$ cat src/rtl/inorder_rsp_buf.sv
module inorder_rsp_buf #(
  parameter int DEPTH = 8,
  parameter int DW    = 32,
  localparam int IW   = $clog2(DEPTH)
) (
  input  logic          clk,
  input  logic          rst_n,
  input  logic          mode_ordered,
  input  logic          alloc_valid,
  output logic          alloc_ready,
  output logic [IW-1:0] alloc_id,
  input  logic          rsp_valid,
  input  logic [IW-1:0] rsp_id,
  input  logic [DW-1:0] rsp_data,
  output logic          out_valid,
  input  logic          out_ready,
  output logic [IW-1:0] out_id,
  output logic [DW-1:0] out_data,
  output logic          rsp_err
);

  logic [DEPTH-1:0] busy, done;
  logic [DW-1:0]    data_q [DEPTH];
  logic [IW-1:0]    fq [DEPTH];
  logic [IW-1:0]    head, tail, frd, fwr;
  logic [IW:0]      fcnt;

  logic rsp_ok, alloc_fire, ret, push, pop;
  logic [IW-1:0] sel, tail_nxt;

  assign rsp_ok      = rsp_valid && busy[rsp_id] && !done[rsp_id];
  assign alloc_ready = !busy[tail];
  assign alloc_fire  = alloc_valid && alloc_ready;
  assign alloc_id    = tail;
  assign tail_nxt    = tail + IW'(alloc_fire);

  assign sel       = mode_ordered ? head : fq[frd];
  assign out_valid = mode_ordered ? (busy[head] && done[head]) : (fcnt != '0);
  assign out_id    = sel;
  assign out_data  = data_q[sel];
  assign ret       = out_valid && out_ready;

  assign push = rsp_ok && !mode_ordered;
  assign pop  = ret && !mode_ordered;

  always_ff @(posedge clk) begin
    if (!rst_n) begin
      busy <= '0;
      done <= '0;
    end else begin
      for (int i = 0; i < DEPTH; i++) begin
        if (alloc_fire && tail == IW'(i)) begin
          busy[i] <= 1'b1;
          done[i] <= 1'b0;
        end
        if (rsp_ok && rsp_id == IW'(i))
          done[i] <= 1'b1;
        if (ret && sel == IW'(i)) begin
          busy[i] <= 1'b0;
          done[i] <= 1'b0;
        end
      end
    end
  end

  always_ff @(posedge clk) begin
    if (rsp_ok)
      data_q[rsp_id] <= rsp_data;
    if (push)
      fq[fwr] <= rsp_id;
  end

  always_ff @(posedge clk) begin
    if (!rst_n) begin
      tail    <= '0;
      head    <= '0;
      frd     <= '0;
      fwr     <= '0;
      fcnt    <= '0;
      rsp_err <= 1'b0;
    end else begin
      tail    <= tail_nxt;
      head    <= mode_ordered ? head + IW'(ret) : tail_nxt;
      frd     <= frd + IW'(pop);
      fwr     <= fwr + IW'(push);
      fcnt    <= fcnt + (IW+1)'(push) - (IW+1)'(pop);
      rsp_err <= rsp_valid && !rsp_ok;
    end
  end

endmodule


$ cat config.mk
export PLATFORM = sky130hd
export DESIGN_NAME = inorder_rsp_buf
export DESIGN_NICKNAME = d
export VERILOG_FILES = /design/src/rtl/inorder_rsp_buf.sv
export SDC_FILE = /design/constraint.sdc
export NUM_CORES = 1
export LEC_CHECK = 0
export ABC_CLOCK_PERIOD_IN_PS = 4300
export CAP_MARGIN = 20
export CORE_MARGIN = 8
export CORE_UTILIZATION = 25
export CTS_BUF_LIST = sky130_fd_sc_hd__clkbuf_16
export CTS_CLUSTER_SIZE = 10
export DETAILED_ROUTE_END_ITERATION = 16
export GPL_TIMING_DRIVEN = 0
export HOLD_SLACK_MARGIN = 0.02
export SETUP_SLACK_MARGIN = 0.02
export SLEW_MARGIN = 20
export SYNTH_ARGS = -nofsm -noshare
export SYNTH_HDL_FRONTEND = slang
export SYNTH_SLANG_ARGS = --single-unit
export TNS_END_PERCENT = 20
$ cat constraint.sdc
create_clock -name clk -period 4.3 [get_ports clk]
set_input_delay 0.43 -clock clk [delete_from_list [all_inputs] [get_ports clk]]
set_output_delay 0.43 -clock clk [all_outputs]
set_load 0.02 [all_outputs]
Yosys cells after proc, flatten, opt, wreduce, memory -nomap -nowiden --
Memory sizes are Yosys's and may differ from the RTL's. A register that Yosys moved wholly into a read port is not among the register bits. Index checks and enable logic that the tools add are counted.
Operators by class: add/subtract/negate cells 6, order comparisons 3, equality and inequality tests 21, mux-type cells 34, bitwise gates (word level) 1, reduce and logical (&&, ||, !) cells 56
Operator list (number):
- $eq 3x3->1 const B | 12
- $logic_and 1x1->1 | 32
- $mux 1 | 26
- $eq 3x2->1 const B | 6
- $reduce_bool 2->1 | 8
- $reduce_or 2->1 | 8
- $bmux 1 s3 | 5
- $add 3x1->3 | 4
- $lt 3x4->1 const B | 3
- $eq 3x1->1 const B | 3
- $logic_not 3->1 | 3
- $mux 3 | 3
- $add 4x1->4 | 1
- $logic_not 1->1 | 4
- $reduce_bool 4->1 | 1
- $sub 4x1->4 | 1
- $not 1->1 | 1
Word-level totals: bits in registers 33, memory bits (writable) 280, bits of input ports 41, output and inout port bits 41, logic and storage cells 145, memories kept 2
Memory list:
- data_q | words 8, bits a word 32, read ports 1, clocked after Yosys merged registers in 0, wr ports 1, line 23 | logic [DW-1:0] data_q [DEPTH];
- fq | words 8, bits a word 3, read ports 1, clocked after Yosys merged registers in 1, wr ports 1, line 24 | logic [IW-1:0] fq [DEPTH];

Logic depth before layout (Yosys ltp) --
depth in word-level cells 8, depth in mapped cells 12, gate-level depth less buffers 12

Worst setup path after synthesis --
OpenSTA, ideal clock, no wires.
path type input -> register, start input port rsp_id[1], end memory data_q[0][0] (enable), library setup time 464 ps, data arrival time 3349 ps, data required time 3836 ps, setup slack 487 ps, cell stages on the path 4, buffers on the path 1, cell sequence clkbuf_1 > mux4_2 > nand3b_1 > nor3_1
Between the ends: longest elaborated chain between the ends 6, elaborated cells on any way between the ends 9, classes of those cells mux: 6; reduce/logical: 3
RTL lines:
- start, declared | line 13 | input logic [IW-1:0] rsp_id,
- $bmux 1 s3 | line 31 | assign rsp_ok = rsp_valid && busy[rsp_id] && !done[rsp_id];
- $mux 1 (not written as such) | line 31
- $logic_and 1x1->1 / $logic_not 1->1 (equally long branches) | line 31
- $logic_and 1x1->1 | line 31
- $mux 1 | line 67 | if (rsp_ok)
- $mux 1 (not written as such) | line 68 | data_q[rsp_id] <= rsp_data;
- end, declared | line 23
Parallel ways exist; a longest one is shown, timed or not. The select of a mux whose other input is x is not followed.

==> out/results.md <==
| Group | Item | Value |
|---|---|---|
| logic synthesis | Syn Std Cell Area | 0.0127 sq mm |
| hold path | HP Class | flop to flop |
| sta | Slew at the pin with the worst max-slew slack | 794 ps |
| critical path | WP data required | 3870 ps |
| sta | Setup repair after global routing missed its margin | yes |
| place | Dpl ws | -127 ps |
| place | Post-DP HPWL | 20.1 mm |
| logic synthesis | Dominant cell type by area after synthesis | sky130_fd_sc_hd__edfxtp_1 |
| clock tree | Clock-pin slew reported for the worst setup and hold paths after clock tree synthesis | 60 ps |
| power and ir drop | Sequential group share of total power | 47.0% |
| power and ir drop | Total internal power | 0.00541 W |
| layout | Area of all placed cells without fillers | 0.0158 sq mm |
| drt | Total detailed-routing wirelength | 29.5 mm |
| layout | Final core occ | 31.4% |
| sta | Final clock period utilization by the worst path | 97.4% |
| logic synthesis | Flop and latch count out of synthesis | 313 |
| grt | Global-route wire length before repair | 44.7 mm |
| power and ir drop | Switching part of the total | 24.5% |
| clock tree | Source-to-sink clock delay at the later pin of the worst-skew pair | 520 ps |
| logic synthesis | Post-synthesis instance total | 730 |
| clock tree | H-tree levels | 2 |
| logic synthesis | Top-count cell post-synth | sky130_fd_sc_hd__edfxtp_1 |
| sta | Fin crit period | 4190 ps |
| die | Number of core rows | 82 |
| sta | Final setup viols | 0 |
| layout | Final #Nets | 925 |
| sta | Total count of max-transition violations in the final report | 0 |
| logic synthesis | Share of flip-flops with an asynchronous set or reset after synthesis | 0% |
| critical path | Cell with the most instances on the worst path | sky130_fd_sc_hd__buf_6 |
| place | Routability congestion estimate | 0.787 |
| sta | Final setup margin | 110 ps |
| grt | Number of global-route vias before repair | 7038 |
| critical path | CP max-delay cell | sky130_fd_sc_hd__clkdlybuf4s50_1 |
| grt | Overflow left after global routing | 0 |
| power and ir drop | Cell Pwr Density | 454 mW/mm^2 |
| logic synthesis | Synthesis warning total | 0 |
| drt | Number of detailed-route iterations in the first pass | 6 |
| power and ir drop | Clock Power Share | 37.4% |
| die | Area of the die | 0.0584 sq mm |
| logic synthesis | Biggest area contributors in the synthesized netlist | sky130_fd_sc_hd__edfxtp_1, sky130_fd_sc_hd__mux2i_1, sky130_fd_sc_hd__mux2_2, sky130_fd_sc_hd__dfxtp_1, sky130_fd_sc_hd__a221oi_2 |
| drt | First DRT Iteration DRCs | 366 |
| logic synthesis | Syn Area/Cell | 17.4 sq um |
| drt | Vias post-DR | 6726 |
| power and ir drop | Switching power summed over all nets | 0.00176 W |
| critical path | Critical path data arrival time | 3760 ps |
| critical path | Crit-path max cell delay | 740 ps |
| place | Count of input and output buffers | 81 |
| layout | Area delta synth->final | 24.0% |
| critical path | Cells traversed along the worst timing path | buf_6 > mux2_2 > nor3b_1 > o41ai_4 > buf_4 > buf_6 > buf_8 > mux2i_1 > a221oi_1 > clkdlybuf4s50_1 |
| logic synthesis | Post-synth EDFFs | 280 |
| grt | GRT Total Usage | 9.85% |
| die | Horizontal die dimension | 242 um |
| outcome | Outcome | completed |
| run | Number of maximum-capacitance constraint violations | 0 |
| drt | DR WL/cell | 19.0 um |
| die | Initial core utilization | 25.3% |
| drt | ANT nets after route | 0 |
| drt | Average vias per placed instance | 4.34 |
| clock tree | Clock tree from TritonCTS | done |
| clock tree | Clock buffers created by TritonCTS | 37 |
| die | Placeable core region | 0.0503 sq mm |
| power and ir drop | Leakage power total | 5.33 nW |
| power and ir drop | IR Drop Worst-Case VDD | 216 uV |
| clock tree | Hold buffer count at CTS | 0 |
| grt | Maximum number of pins on one net before global-route repair | 20 |
| logic synthesis | Most used standard cells in the synthesized netlist | sky130_fd_sc_hd__edfxtp_1, sky130_fd_sc_hd__mux2i_1, sky130_fd_sc_hd__mux2_2 |
| grt | Number of antenna violations at the first check in global routing | 2 |
| layout | Reg area | 0.00907 sq mm |
| power and ir drop | Combinational Power Share | 15.5% |
| sta | Hold Slack | 479 ps |
| place | Placed insts | 1500 |
| drt | # DRC | 0 |
| place | Post-placement cell area | 0.0147 sq mm |
| critical path | Critical Path End Type | output port |
| critical path | Category of the worst setup path launch point | flop |
| logic synthesis | Count of unique library cells instantiated by Yosys | 43 |
| clock tree | Root Driver | sky130_fd_sc_hd__clkbuf_16 |
| layout | Area of the multi-input gates | 0.00345 sq mm |
| layout | Post-Layout Cell Count | 1549 |
| die | Boundary pin count | 82 |
| clock tree | CTS sink count | 313 |
| layout | Filler cell count | 4941 |
| clock tree | Max Buffers Root-to-Sink | 3 |
| layout | Share of final-layout standard cells stronger than drive strength 1 | 23.5% |
| die | Height of the chip | 242 um |
| logic synthesis | Net count after synthesis | 785 |
| sta | Worst clock skew on the final layout | 15.5 ps |
| critical path | Critical path class | flop to output port |
| sta | Max Freq | 239 MHz |
| logic synthesis | Top cell type's share of synthesized area | 66.0% |
| sta | Headroom to the max-slew limit | 46.8% |
| logic synthesis | Flip-flop cell with the highest count after synthesis | sky130_fd_sc_hd__edfxtp_1 |
| logic synthesis | Proportion of synthesized chip area in sequential cells | 71.2% |
| sta | Final Hold Viols | 0 |
| critical path | Maximum fanout along the worst path | 10 |
[flip-flops by register name (all words and copies together) (netlist names)]
name	count
fcnt	4
rsp_err	1
fwr	3
alloc_id	3
busy	8
data_q	256
head	3
done	8
frd	3
fq	24
[cells in the final DEF (no fill, tap or decap), drive strengths merged, types with 5 or more instances in the layout]
master and instances:
nand2b 7, dfxtp 33, nand2 19, o211a 5
nor2b 17, o22ai 32, xor2 5, o21ai 6
mux2 67, edfxtp 280, mux2i 71, clkbuf 49
dlymetal6s2s 12, nor2 29, and2 14, mux4 10
dlygate4sd2 11, a21oi 9, inv 20, ha 13
a221oi 32, clkdlybuf4s50 58, buf 43
[power groups by stage]
stage                     Combinational (W)  Clock [W]  Sequential (W)
after floorplan                    0.000693          0         0.00343
after global placement              0.00114          0         0.00343
after detailed placement            0.00115          0         0.00343
after CTS                           0.00114    0.00275         0.00337
after global routing                0.00121    0.00287         0.00337
final                               0.00111    0.00268         0.00337
[per-stage QoR]
stage	power (W)	TNS (ps)
2_1_floorplan	0.00413	0
3_3_place_gp	0.00457	-351080
3_5_place_dp	0.00458	-328
4_1_cts	0.00727	-14.2
5_1_grt	0.00745	-2.97
6_report	0.00717	0
[layout make-up]
class,count,share of cell area (%)
Sequential cell,313,57.4
Timing Repair Buffer,101,7.13
Inverter,15,0.357
Tap cell,672,5.32
Clock buffer,38,6.02
Antenna cell,1,0.0158
Multi-Input combinational cell,368,21.8
Clock inverter,7,0.269
Buffer,34,1.63
[kinds of logic (layout without fill, tap and decap cells)]
kind of cell | after synthesis | count (layout) | share of synthesized area (%)
adders and majority gates | 14 | 14 | 1.43
AOI/OAI and AO/OA | 88 | 88 | 6.65
buffers and inverters | 49 | 195 | 2.36
other | 0 | 1 | 0
DFF | 313 | 313 | 71.2
and+or+nand+nor | 112 | 112 | 4.59
xor gates and xnor gates | 6 | 6 | 0.413
muxes | 148 | 148 | 13.4
[worst paths after layout]
check,start,endpoint,slack (ps),cells past startpoint
setup / recovery,frd[0],out_data[31],110,10
setup reg to reg,busy[5],fcnt[2],1500,11
hold reg to reg,busy[2],busy[2],480,2
hold / removal,busy[2],busy[2],480,2
[critical path: cells and delay by family, from the launching register on]
kind            cells  cell delay [ps]
buf+inv             5             1440
mux                 2              460
compound gates      2              630
flops               1              350
simple gates        1              370
[what timing repair did]
action,in CTS,in global routing
buffers inserted,0,3
gates resized for setup,20,17
setup endpoints to repair,32,24
pin swaps,1,2
[layer usage]
layer	up-vias	wire [um]	GRT usage, %
met5	-	13	0
met2	136	13900	15.9
met3	42	1320	2.28
met1	3386	13700	13.3
li1	3160	-	-
met4	2	447	2.36
Note: power is estimated with default switching activity, not from simulation.
